<file path="config.mk">
export PLATFORM = sky130hd
export DESIGN_NAME = resp_frame_gen
export DESIGN_NICKNAME = d
export VERILOG_FILES = /design/src/rtl/resp_frame_gen.sv
export SDC_FILE = /design/constraint.sdc
export NUM_CORES = 1
export LEC_CHECK = 0
export BUFFER_PORTS_ARGS = -buffer_cell sky130_fd_sc_hd__buf_4
export CAP_MARGIN = 40
export CELL_PAD_IN_SITES_DETAIL_PLACEMENT = 1
export CELL_PAD_IN_SITES_GLOBAL_PLACEMENT = 1
export CORE_MARGIN = 1
export CORE_UTILIZATION = 40
export CTS_CLUSTER_SIZE = 28
export DETAILED_ROUTE_END_ITERATION = 10
export PLACE_DENSITY = 0.73
export RECOVER_POWER = 50
export SLEW_MARGIN = 20
export SYNTH_ARGS = -nofsm -noshare
export SYNTH_HDL_FRONTEND = slang
export SYNTH_SLANG_ARGS = --single-unit
</file>
<file path="constraint.sdc">
create_clock -name clk -period 3.42 [get_ports clk]
set_input_delay 0.171 -clock clk [delete_from_list [all_inputs] [get_ports clk]]
set_output_delay 0.171 -clock clk [all_outputs]
set_load 0.03 [all_outputs]
</file>
<file path="src/rtl/resp_frame_gen.sv">
module resp_frame_gen #(
  parameter int ADDR_W = 8,
  parameter int TMO_W  = 16
) (
  input  logic              clk,
  input  logic              rst_n,
  input  logic              cmd_valid,
  output logic              cmd_ready,
  input  logic              cmd_acq,
  input  logic              cmd_wide,
  input  logic [ADDR_W-1:0] cmd_addr,
  output logic [ADDR_W-1:0] addr_out,
  output logic              adc_start,
  input  logic              adc_done,
  input  logic [15:0]       adc_data,
  input  logic [TMO_W-1:0]  tmo_limit,
  output logic              tmo_flag,
  input  logic              bit_strobe,
  output logic              tx_bit,
  output logic              tx_active,
  output logic              tx_done
);
  localparam int FW = 21;
  localparam int CW = 5;
  localparam logic [CW-1:0] LAST_N = CW'(12);
  localparam logic [CW-1:0] LAST_W = CW'(20);

  typedef enum logic [1:0] {S_IDLE, S_CONV, S_SEND, S_DONE} st_t;
  st_t st;

  logic [FW-1:0]     sreg;
  logic [CW-1:0]     bcnt, last;
  logic [TMO_W-1:0]  cnt;
  logic              wide_q;
  logic              timeout;

  function automatic logic [FW-1:0] data_frame(input logic wide, input logic [15:0] d);
    if (wide) return {3'b101, d, ^d, 1'b0};
    else      return {3'b101, d[7:0], ^d[7:0], 1'b0, 8'b0};
  endfunction

  assign cmd_ready = (st == S_IDLE);
  assign tx_active = (st == S_SEND);
  assign tx_done   = (st == S_DONE);
  assign tx_bit    = tx_active & sreg[FW-1];
  assign timeout   = ({1'b0, cnt} + 1'b1) >= {1'b0, tmo_limit};

  always_ff @(posedge clk or negedge rst_n) begin
    if (!rst_n) begin
      st        <= S_IDLE;
      sreg      <= '0;
      bcnt      <= '0;
      last      <= LAST_N;
      cnt       <= '0;
      wide_q    <= 1'b0;
      adc_start <= 1'b0;
      tmo_flag  <= 1'b0;
      addr_out  <= '0;
    end else begin
      adc_start <= 1'b0;
      case (st)
        S_IDLE: if (cmd_valid) begin
          addr_out <= cmd_addr;
          tmo_flag <= 1'b0;
          wide_q   <= cmd_wide;
          bcnt     <= '0;
          if (cmd_acq) begin
            adc_start <= 1'b1;
            cnt       <= '0;
            st        <= S_CONV;
          end else begin
            sreg <= '0;
            last <= LAST_N;
            st   <= S_SEND;
          end
        end
        S_CONV: begin
          if (adc_done) begin
            sreg <= data_frame(wide_q, adc_data);
            last <= wide_q ? LAST_W : LAST_N;
            st   <= S_SEND;
          end else if (timeout) begin
            sreg     <= '0;
            last     <= LAST_N;
            tmo_flag <= 1'b1;
            st       <= S_SEND;
          end else begin
            cnt <= cnt + 1'b1;
          end
        end
        S_SEND: if (bit_strobe) begin
          if (bcnt == last) st <= S_DONE;
          else begin
            sreg <= sreg << 1;
            bcnt <= bcnt + 1'b1;
          end
        end
        default: st <= S_IDLE;
      endcase
    end
  end


  adc_pulse_chk: assert property (@(posedge clk) disable iff (!rst_n)
    adc_start |-> $past(cmd_valid && cmd_ready && cmd_acq));


  adc_single_chk: assert property (@(posedge clk) disable iff (!rst_n)
    adc_start |=> !adc_start);


  bit_hold_chk: assert property (@(posedge clk) disable iff (!rst_n)
    (tx_active && !bit_strobe) |=> (tx_active && $stable(tx_bit)));


  done_pulse_chk: assert property (@(posedge clk) disable iff (!rst_n)
    tx_done |=> (!tx_done && cmd_ready));


  addr_hold_chk: assert property (@(posedge clk) disable iff (!rst_n)
    !(cmd_valid && cmd_ready) |=> $stable(addr_out));


  tmo_rise_chk: assert property (@(posedge clk) disable iff (!rst_n)
    $rose(tmo_flag) |-> (tx_active && !$past(adc_done)));


  ready_hold_chk: assert property (@(posedge clk) disable iff (!rst_n)
    (tx_active || adc_start) |-> !cmd_ready);
endmodule

</file>
==> qor.csv, run 1 <==
stage;metric;value;unit
power_and_ir_drop;leak pwr;2.17;nW
clock_network;CTS HTree Levels;2;
critical_path;Worst Path Required;3.63;ns
global_routing;number of global-route vias before repair;3448;
logic_synthesis;proportion of netlist area held by the largest area contributor;35.6;%
sta;Max Slew Vio Count;0;
clock_network;CTS tree;built;
clock_network;Clock Pin Slew Worst Setup and Hold Paths;0.11;ns
logic_synthesis;area leader, netlist;dfrtp_1;
detailed_routing;Routed Wire Length;9990;um
worst_hold_path;min-delay worst type;in -> reg;
critical_path;Setup CP Type;reg -> reg;
logic_synthesis;most common library cells after synthesis;55 x dfrtp_1, 50 x nand2_1, 36 x inv_1;
final_layout;share of layout cells above drive strength 1;25.1;%
job;Max Cap Viol;0;
global_routing;largest net degree at the start of global routing;57;
clock_network;Max Buffers Root-to-Sink;2;
sta;Min Hold Slack;0.0789;ns
placed_design;post-DP HPWL;7420;um
sta;worst slew pin tran;1.32;ns
final_layout;synth-to-layout area growth;21.2;%
sta;maximum clock frequency;300;MHz
logic_synthesis;largest cells by area after synthesis;dfrtp_1 36%, ha_1 7.8%, mux2_2 6.1%;
critical_path;crit path DAT;3.54;ns
logic_synthesis;most common cell in the synthesized netlist;dfrtp_1;
final_layout;final net count;549;
logic_synthesis;Mapped Cells;410;
logic_synthesis;YS warnings;0;
logic_synthesis;Post-Syn Area;3860;sq um
placed_design;GP Congestion;0.771;
global_routing;GRT Residual Overflow;0;
detailed_routing;Initial DRC Count;139;
sta;Final setup viols;0;
detailed_routing;router iterations before antenna repair;5;
power_and_ir_drop;Switching Fraction;42.5;%
detailed_routing;# DRC;0;
global_routing;first-pass GRT wire length;17000;um
detailed_routing;Avg WL per Cell;16.4;um
detailed_routing;DR vias/cell;5.42;
placed_design;worst slack at placement;-0.0281;ns
floorplanning;Die Area;10100;sq um
floorplanning;core area;9280;sq um
power_and_ir_drop;worst vdd ir;320;uV
floorplanning;Initial Utilization;41.6;%
critical_path;startpoint types;register;
sta;RSZ-0062 raised after global routing;yes;
logic_synthesis;synthesized area per cell;9.42;sq um
logic_synthesis;post-synthesis register bit count;56;
floorplanning;height of the die;100;um
power_and_ir_drop;pwr dens;618;nW/um^2
logic_synthesis;Synth Net Count;481;
logic_synthesis;Post-synth EDFFs;0;
logic_synthesis;Main synth FF type;dfrtp_1;
logic_synthesis;sequential-to-total area share from yosys stat;36.3;%
power_and_ir_drop;Clock power frac;15.8;%
power_and_ir_drop;Combinational Power Share;51.3;%
floorplanning;row cnt;35;
power_and_ir_drop;Internal;1.66;mW
global_routing;gr usage total;21.1;%
clock_network;Sink Count;56;
critical_path;CP Max Fanout;5;
sta;Max-slew headroom;12.3;%
sta;post-route minimum period;3.33;ns
clock_network;root buf cell;clkbuf_8;
clock_network;worst-skew pair later-pin latency;0.31;ns
sta;Layout Skew;0.00683;ns
final_layout;fillcell total;1088;
power_and_ir_drop;Reg power frac;32.9;%
run_status;status;complete, no violations;
logic_synthesis;Yosys cell types;50;
floorplanning;io pins;61;
logic_synthesis;ys async rst share;100;%
detailed_routing;ANT nets after route;0;
detailed_routing;vias post-DR;3294;
sta;final setup margin;0.0859;ns
placed_design;Port Buf Inserts;60;
power_and_ir_drop;Switch Pwr;1.23;mW
sta;fin crit share;97.5;%
final_layout;Diodes inserted;0;
critical_path;endpoint type of the worst setup path;register;
sta;final hold vios;0;
floorplanning;die width;100;um
global_routing;initial antenna violation count;0;
clock_network;cts bufs inserted;5;
-- state kept, by name, summed over array words and instances, names as in the netlist --
name and cells:
wide_q 1, cnt 16, st 2, addr_out 8
adc_start 1, sreg 20, tmo_flag 1, bcnt 5
last 2
-- critical path, stage by stage (launching register included) --
cell,delay (ns)
dfrtp_1,0.42
ha_1,0.18
and3_1,0.18
and3_4,0.23
nand4_1,0.17
xnor2_1,0.17
ha_1,0.30
a21oi_1,0.14
nor2b_1,0.09
a311oi_4,0.31
nand4_1,0.22
buf_4,0.19
o211ai_1,0.27
mux2_2,0.38
-- worst paths after layout --
path                       cells after the start  slack (ns)                 from                      end
min                                            2        0.08          cmd_addr[4]  addr_out[4]$_DFFE_PN0P_
min reg2reg                                    2        0.50  last[3]$_DFFE_PN1P_      last[3]$_DFFE_PN1P_
min in group asynchronous                      2        0.27                rst_n      bcnt[2]$_DFFE_PN0P_
max                                           13        0.09   cnt[1]$_DFFE_PN0P_        st[1]$_DFFE_PN0P_
max in group asynchronous                      3        1.46                rst_n       cnt[2]$_DFFE_PN0P_
max reg2reg                                   13        0.09   cnt[1]$_DFFE_PN0P_        st[1]$_DFFE_PN0P_
-- per-layer routing --
layer / vias to the layer above / track usage [%] / wire [um]
met1: 1631 / 28.5 / 4610
met3: 9 / 2.99 / 342
met5: - / 0 / 0
met4: 0 / 3.79 / 74
met2: 70 / 36.3 / 4960
li1: 1584 / - / -
-- area by class of cell --
type	count	area [sq um]	share of cell area, %
well taps	129	161	3.45
flip-flops and latches	56	1400	30.0
inverters	37	139	2.97
clock inverters	3	42.5	0.908
multi-input cells	295	2240	47.8
clock buffers	5	68.8	1.47
repair buffers	83	628	13.4
-- power by group through the flow --
| stage | clock network [mW] | logic (mW) | registers [mW] |
|---|---|---|---|
| floorplan | 0 | 0.959 | 1.02 |
| global placement | 0 | 1.46 | 0.955 |
| detailed placement | 0 | 1.49 | 0.965 |
| CTS | 0.463 | 1.50 | 0.952 |
| global route | 0.488 | 1.62 | 0.977 |
| finish | 0.456 | 1.48 | 0.953 |
-- cell families after synthesis --
family          after synthesis  share of synthesized area (%)
mux                          41                           11.3
compound gates               81                           15.0
buf+inv                      59                           6.57
flops                        56                           36.3
simple gates                118                           16.0
xor+xnor                     31                           7.03
fa+ha+maj                    24                           7.77
-- per-stage QoR --
step                power, mW  TNS [ns]  utilization (%)  std cells  cell area [sq um]
floorplan                1.98         0                -        410               3860
global placement         2.41         0             48.6        594               4510
detailed placement       2.46   -0.0891             48.6        594               4510
CTS                      2.91         0             49.9        603               4640
global route             3.09    -0.414             50.4        608               4680
finish                   2.89         0             50.4        608               4680
-- layout by cell type (no fill, tap or decap), types with 2 or more instances in the layout --
cell and count:
and3_1 8, a21boi_0 2, and4_1 6, clkbuf_1 2
nor2b_1 10, mux2_2 21, and2_1 2, clkbuf_8 5
nor2_1 9, dfrtp_1 54, o211ai_1 16, nand2b_1 7
inv_1 36, xor2_1 4, ha_1 24, nand4_1 5
o22ai_1 10, o311ai_0 10, nor4_1 2, a22oi_1 7
nand3_1 5, mux2i_1 20, buf_4 78, o21ai_0 7
xnor2_1 27, nand2_1 50, a21o_1 2, a21oi_1 13
o311ai_1 3, nor3_1 3, or3_1 2
-- what timing repair did --
| item | CTS | global route |
|---|---|---|
| endpoints found under the hold margin | 55 | 0 |
| hold buffers | 1 | 0 |
| gates resized for setup | 1 | 4 |
| pin swaps | 0 | 3 |
| buffers inserted | 0 | 4 |
| setup endpoints to repair | 11 | 24 |
Note: power is estimated with default switching activity, not from simulation.
==> run 2: changes to the inputs <==
Settings changed: ABC_AREA from default to 1, CORE_UTILIZATION 40 to 37.
==> qor.csv, run 2 <==
stage;metric;value;unit
final_layout;share of layout cells above drive strength 1;12.2;%
final_layout;commonest cells after routing, fill and taps aside;260 x nand2_1, 93 x inv_1, 55 x buf_4, 54 x dfrtp_1, 47 x nor2_1;
critical_path;Worst Path Required;3.66;ns
job;Max Cap Viol;0;
power_and_ir_drop;pwr dens;546;nW/um^2
final_layout;final core utilization;43.9;%
logic_synthesis;sequential-to-total area share from yosys stat;34.1;%
final_layout;largest registers;sreg x20, cnt x16, addr_out x8;
logic_synthesis;Mapped Cells;625;
floorplanning;io pins;61;
final_layout;commonest non-fill, non-tap cell in the layout;nand2_1;
final_layout;fillcell total;1440;
logic_synthesis;most common library cells after synthesis;260 x nand2_1, 93 x inv_1, 55 x dfrtp_1;
power_and_ir_drop;total power draw;2.60;mW
sta;Max-slew headroom;2.27;%
sta;RSZ-0062 raised after global routing;no;
clock_network;# Post-CTS Setup Buffers;0;
detailed_routing;DR vias/cell;5.00;
global_routing;number of global-route vias before repair;4039;
clock_network;Sink Count;56;
final_layout;max FFs per register;20;
clock_network;cts bufs inserted;5;
sta;Min Hold Slack;0.0478;ns
logic_synthesis;Main synth FF type;dfrtp_1;
final_layout;final net count;752;
detailed_routing;router iterations before antenna repair;5;
logic_synthesis;area leader, netlist;dfrtp_1;
clock_network;Max Buffers Root-to-Sink;2;
logic_synthesis;post-synthesis register bit count;56;
floorplanning;die width;107;um
final_layout;Layout Cells excl Fill;822;
placed_design;post-DP HPWL;8990;um
clock_network;worst-skew pair later-pin latency;0.31;ns
detailed_routing;Avg WL per Cell;13.8;um
critical_path;Crit. Startpoint;cnt[0]$_DFFE_PN0P_;
power_and_ir_drop;worst vdd ir;334;uV
detailed_routing;# DRC;0;
logic_synthesis;synthesized area per cell;6.58;sq um
placed_design;DP Area;4680;sq um
floorplanning;row cnt;38;
placed_design;placed insts;812;
worst_hold_path;min-delay worst type;in -> reg;
detailed_routing;ANT nets after route;0;
sta;worst slew pin tran;1.47;ns
sta;post-route minimum period;3.04;ns
critical_path;crit path DAT;3.28;ns
worst_hold_path;worst min-delay path startpoint;cmd_addr[5];
detailed_routing;Initial DRC Count;207;
logic_synthesis;Post-Syn Area;4110;sq um
detailed_routing;vias post-DR;4106;
sta;fin crit share;88.8;%
clock_network;Clock Pin Slew Worst Setup and Hold Paths;0.10;ns
global_routing;GRT Residual Overflow;0;
logic_synthesis;proportion of netlist area held by the largest area contributor;33.5;%
final_layout;post-layout instance area;4760;sq um
floorplanning;height of the die;107;um
logic_synthesis;largest cells by area after synthesis;dfrtp_1 33%, nand2_1 24%, inv_1 8.5%;
global_routing;largest net degree at the start of global routing;57;
detailed_routing;Routed Wire Length;11400;um
clock_network;CTS HTree Levels;2;
logic_synthesis;YS warnings;0;
sta;final setup margin;0.381;ns
floorplanning;Die Area;11500;sq um
sta;final hold vios;0;
logic_synthesis;ys async rst share;100;%
sta;maximum clock frequency;329;MHz
critical_path;endpoint type of the worst setup path;register;
logic_synthesis;Synth Net Count;696;
clock_network;CTS tree;built;
sta;Max Slew Vio Count;0;
global_routing;gr usage total;20.7;%
final_layout;synth-to-layout area growth;15.8;%
final_layout;largest register by flop count;sreg;
logic_synthesis;Yosys cell types;33;
sta;TNS Setup;0;ns
power_and_ir_drop;leak pwr;2.74;nW
critical_path;Setup CP Type;reg -> reg;
final_layout;Diodes inserted;0;
global_routing;first-pass GRT wire length;19000;um
floorplanning;core area;10800;sq um
clock_network;root buf cell;clkbuf_8;
run_status;status;complete, no violations;
logic_synthesis;most common cell in the synthesized netlist;nand2_1;
sta;Final setup viols;0;
placed_design;worst slack at placement;0.232;ns
critical_path;CP Max Fanout;40;
critical_path;startpoint types;register;
floorplanning;Initial Utilization;37.9;%
placed_design;GP Congestion;0.860;
critical_path;Reg-to-Reg Start;cnt[0]$_DFFE_PN0P_;
logic_synthesis;Post-synth EDFFs;0;
placed_design;Port Buf Inserts;60;
sta;Layout Skew;0.00528;ns
global_routing;initial antenna violation count;0;
## run 2: cell count changes after synthesis, sizes merged, moves of 9 or more
cell    previous run  this run
nor2b             10         0
nand4              5        20
o311ai            13         0
and3               9         0
nor2               9        50
xnor2             27         2
nand3              7        18
o21ai              9        28
inv               36        95
o211ai            16         0
mux2              21         0
mux2i             20         0
nand2             50       266
## run 2: layout make-up
type                            count  area (sq um)  share of cell area (%)
Multi-Input combinational cell    456          2250                    47.3
Sequential cell                    56          1400                    29.5
Tap cell                          140           175                    3.68
Inverter                           96           360                    7.57
Clock inverter                      3          18.8                   0.394
Timing Repair Buffer               66           482                    10.1
Clock buffer                        5          68.8                    1.45
## run 2: repair_timing
item                                    in CTS  in global routing
endpoints found under the setup margin       0                 40
hold buffers                                 1                  0
resized for setup                            0                  3
endpoints found under the hold margin       55                  0
## run 2: critical path: stages, from the launching register on
cell and delay, ns:
dfrtp_2 0.42, ha_1 0.19, nand2_1 0.08, nor2_2 0.16
nand2_2 0.12, nor2_2 0.19, nand2_1 0.09, xor2_1 0.22
inv_1 0.08, ha_1 0.30, nand2_1 0.06, nand2_1 0.04
a21oi_1 0.11, o21ai_1 0.09, nor2_1 0.20, nand3_2 0.14
nand2_2 0.11, buf_12 0.19, nand2_1 0.07, o21ai_1 0.09
## run 2: worst paths after layout
path                                      endpoint  slack, ns  depth (start not counted)
setup / recovery               sreg[4]$_DFFE_PN0P_       0.38                         19
hold / removal             addr_out[5]$_DFFE_PN0P_       0.05                          3
setup reg to reg               sreg[4]$_DFFE_PN0P_       0.38                         19
hold reg to reg            addr_out[3]$_DFFE_PN0P_       0.49                          2
max in group asynchronous       cnt[0]$_DFFE_PN0P_       1.61                          3
min in group asynchronous  addr_out[7]$_DFFE_PN0P_       0.83                          3
## run 2: kinds of logic after synthesis
group | after synthesis | synth area share [%]
AOI/OAI and AO/OA | 63 | 9.38
adders and majority gates | 24 | 7.31
buffers and inverters | 113 | 11.3
and+or+nand+nor | 360 | 36.0
xor gates and xnor gates | 9 | 1.92
DFF | 56 | 34.1
## run 2: where the power goes
part | total, mW | leakage [nW] | switching [mW] | internal, mW
Clock | 0.377 | 0.0479 | 0.233 | 0.144
Combinational | 1.31 | 1.94 | 0.915 | 0.394
Sequential | 0.914 | 0.756 | 0.104 | 0.810
## run 2: routing by layer
layer / up-vias / track usage, % / part of all wire (%) / wire length (um)
met5: - / 0 / 0 / 0
met4: 0 / 2.94 / 0.45 / 51
met3: 6 / 3.03 / 3.1 / 356
met2: 58 / 34.4 / 45 / 5170
met1: 1982 / 29.1 / 51 / 5810
li1: 2060 / - / - / -
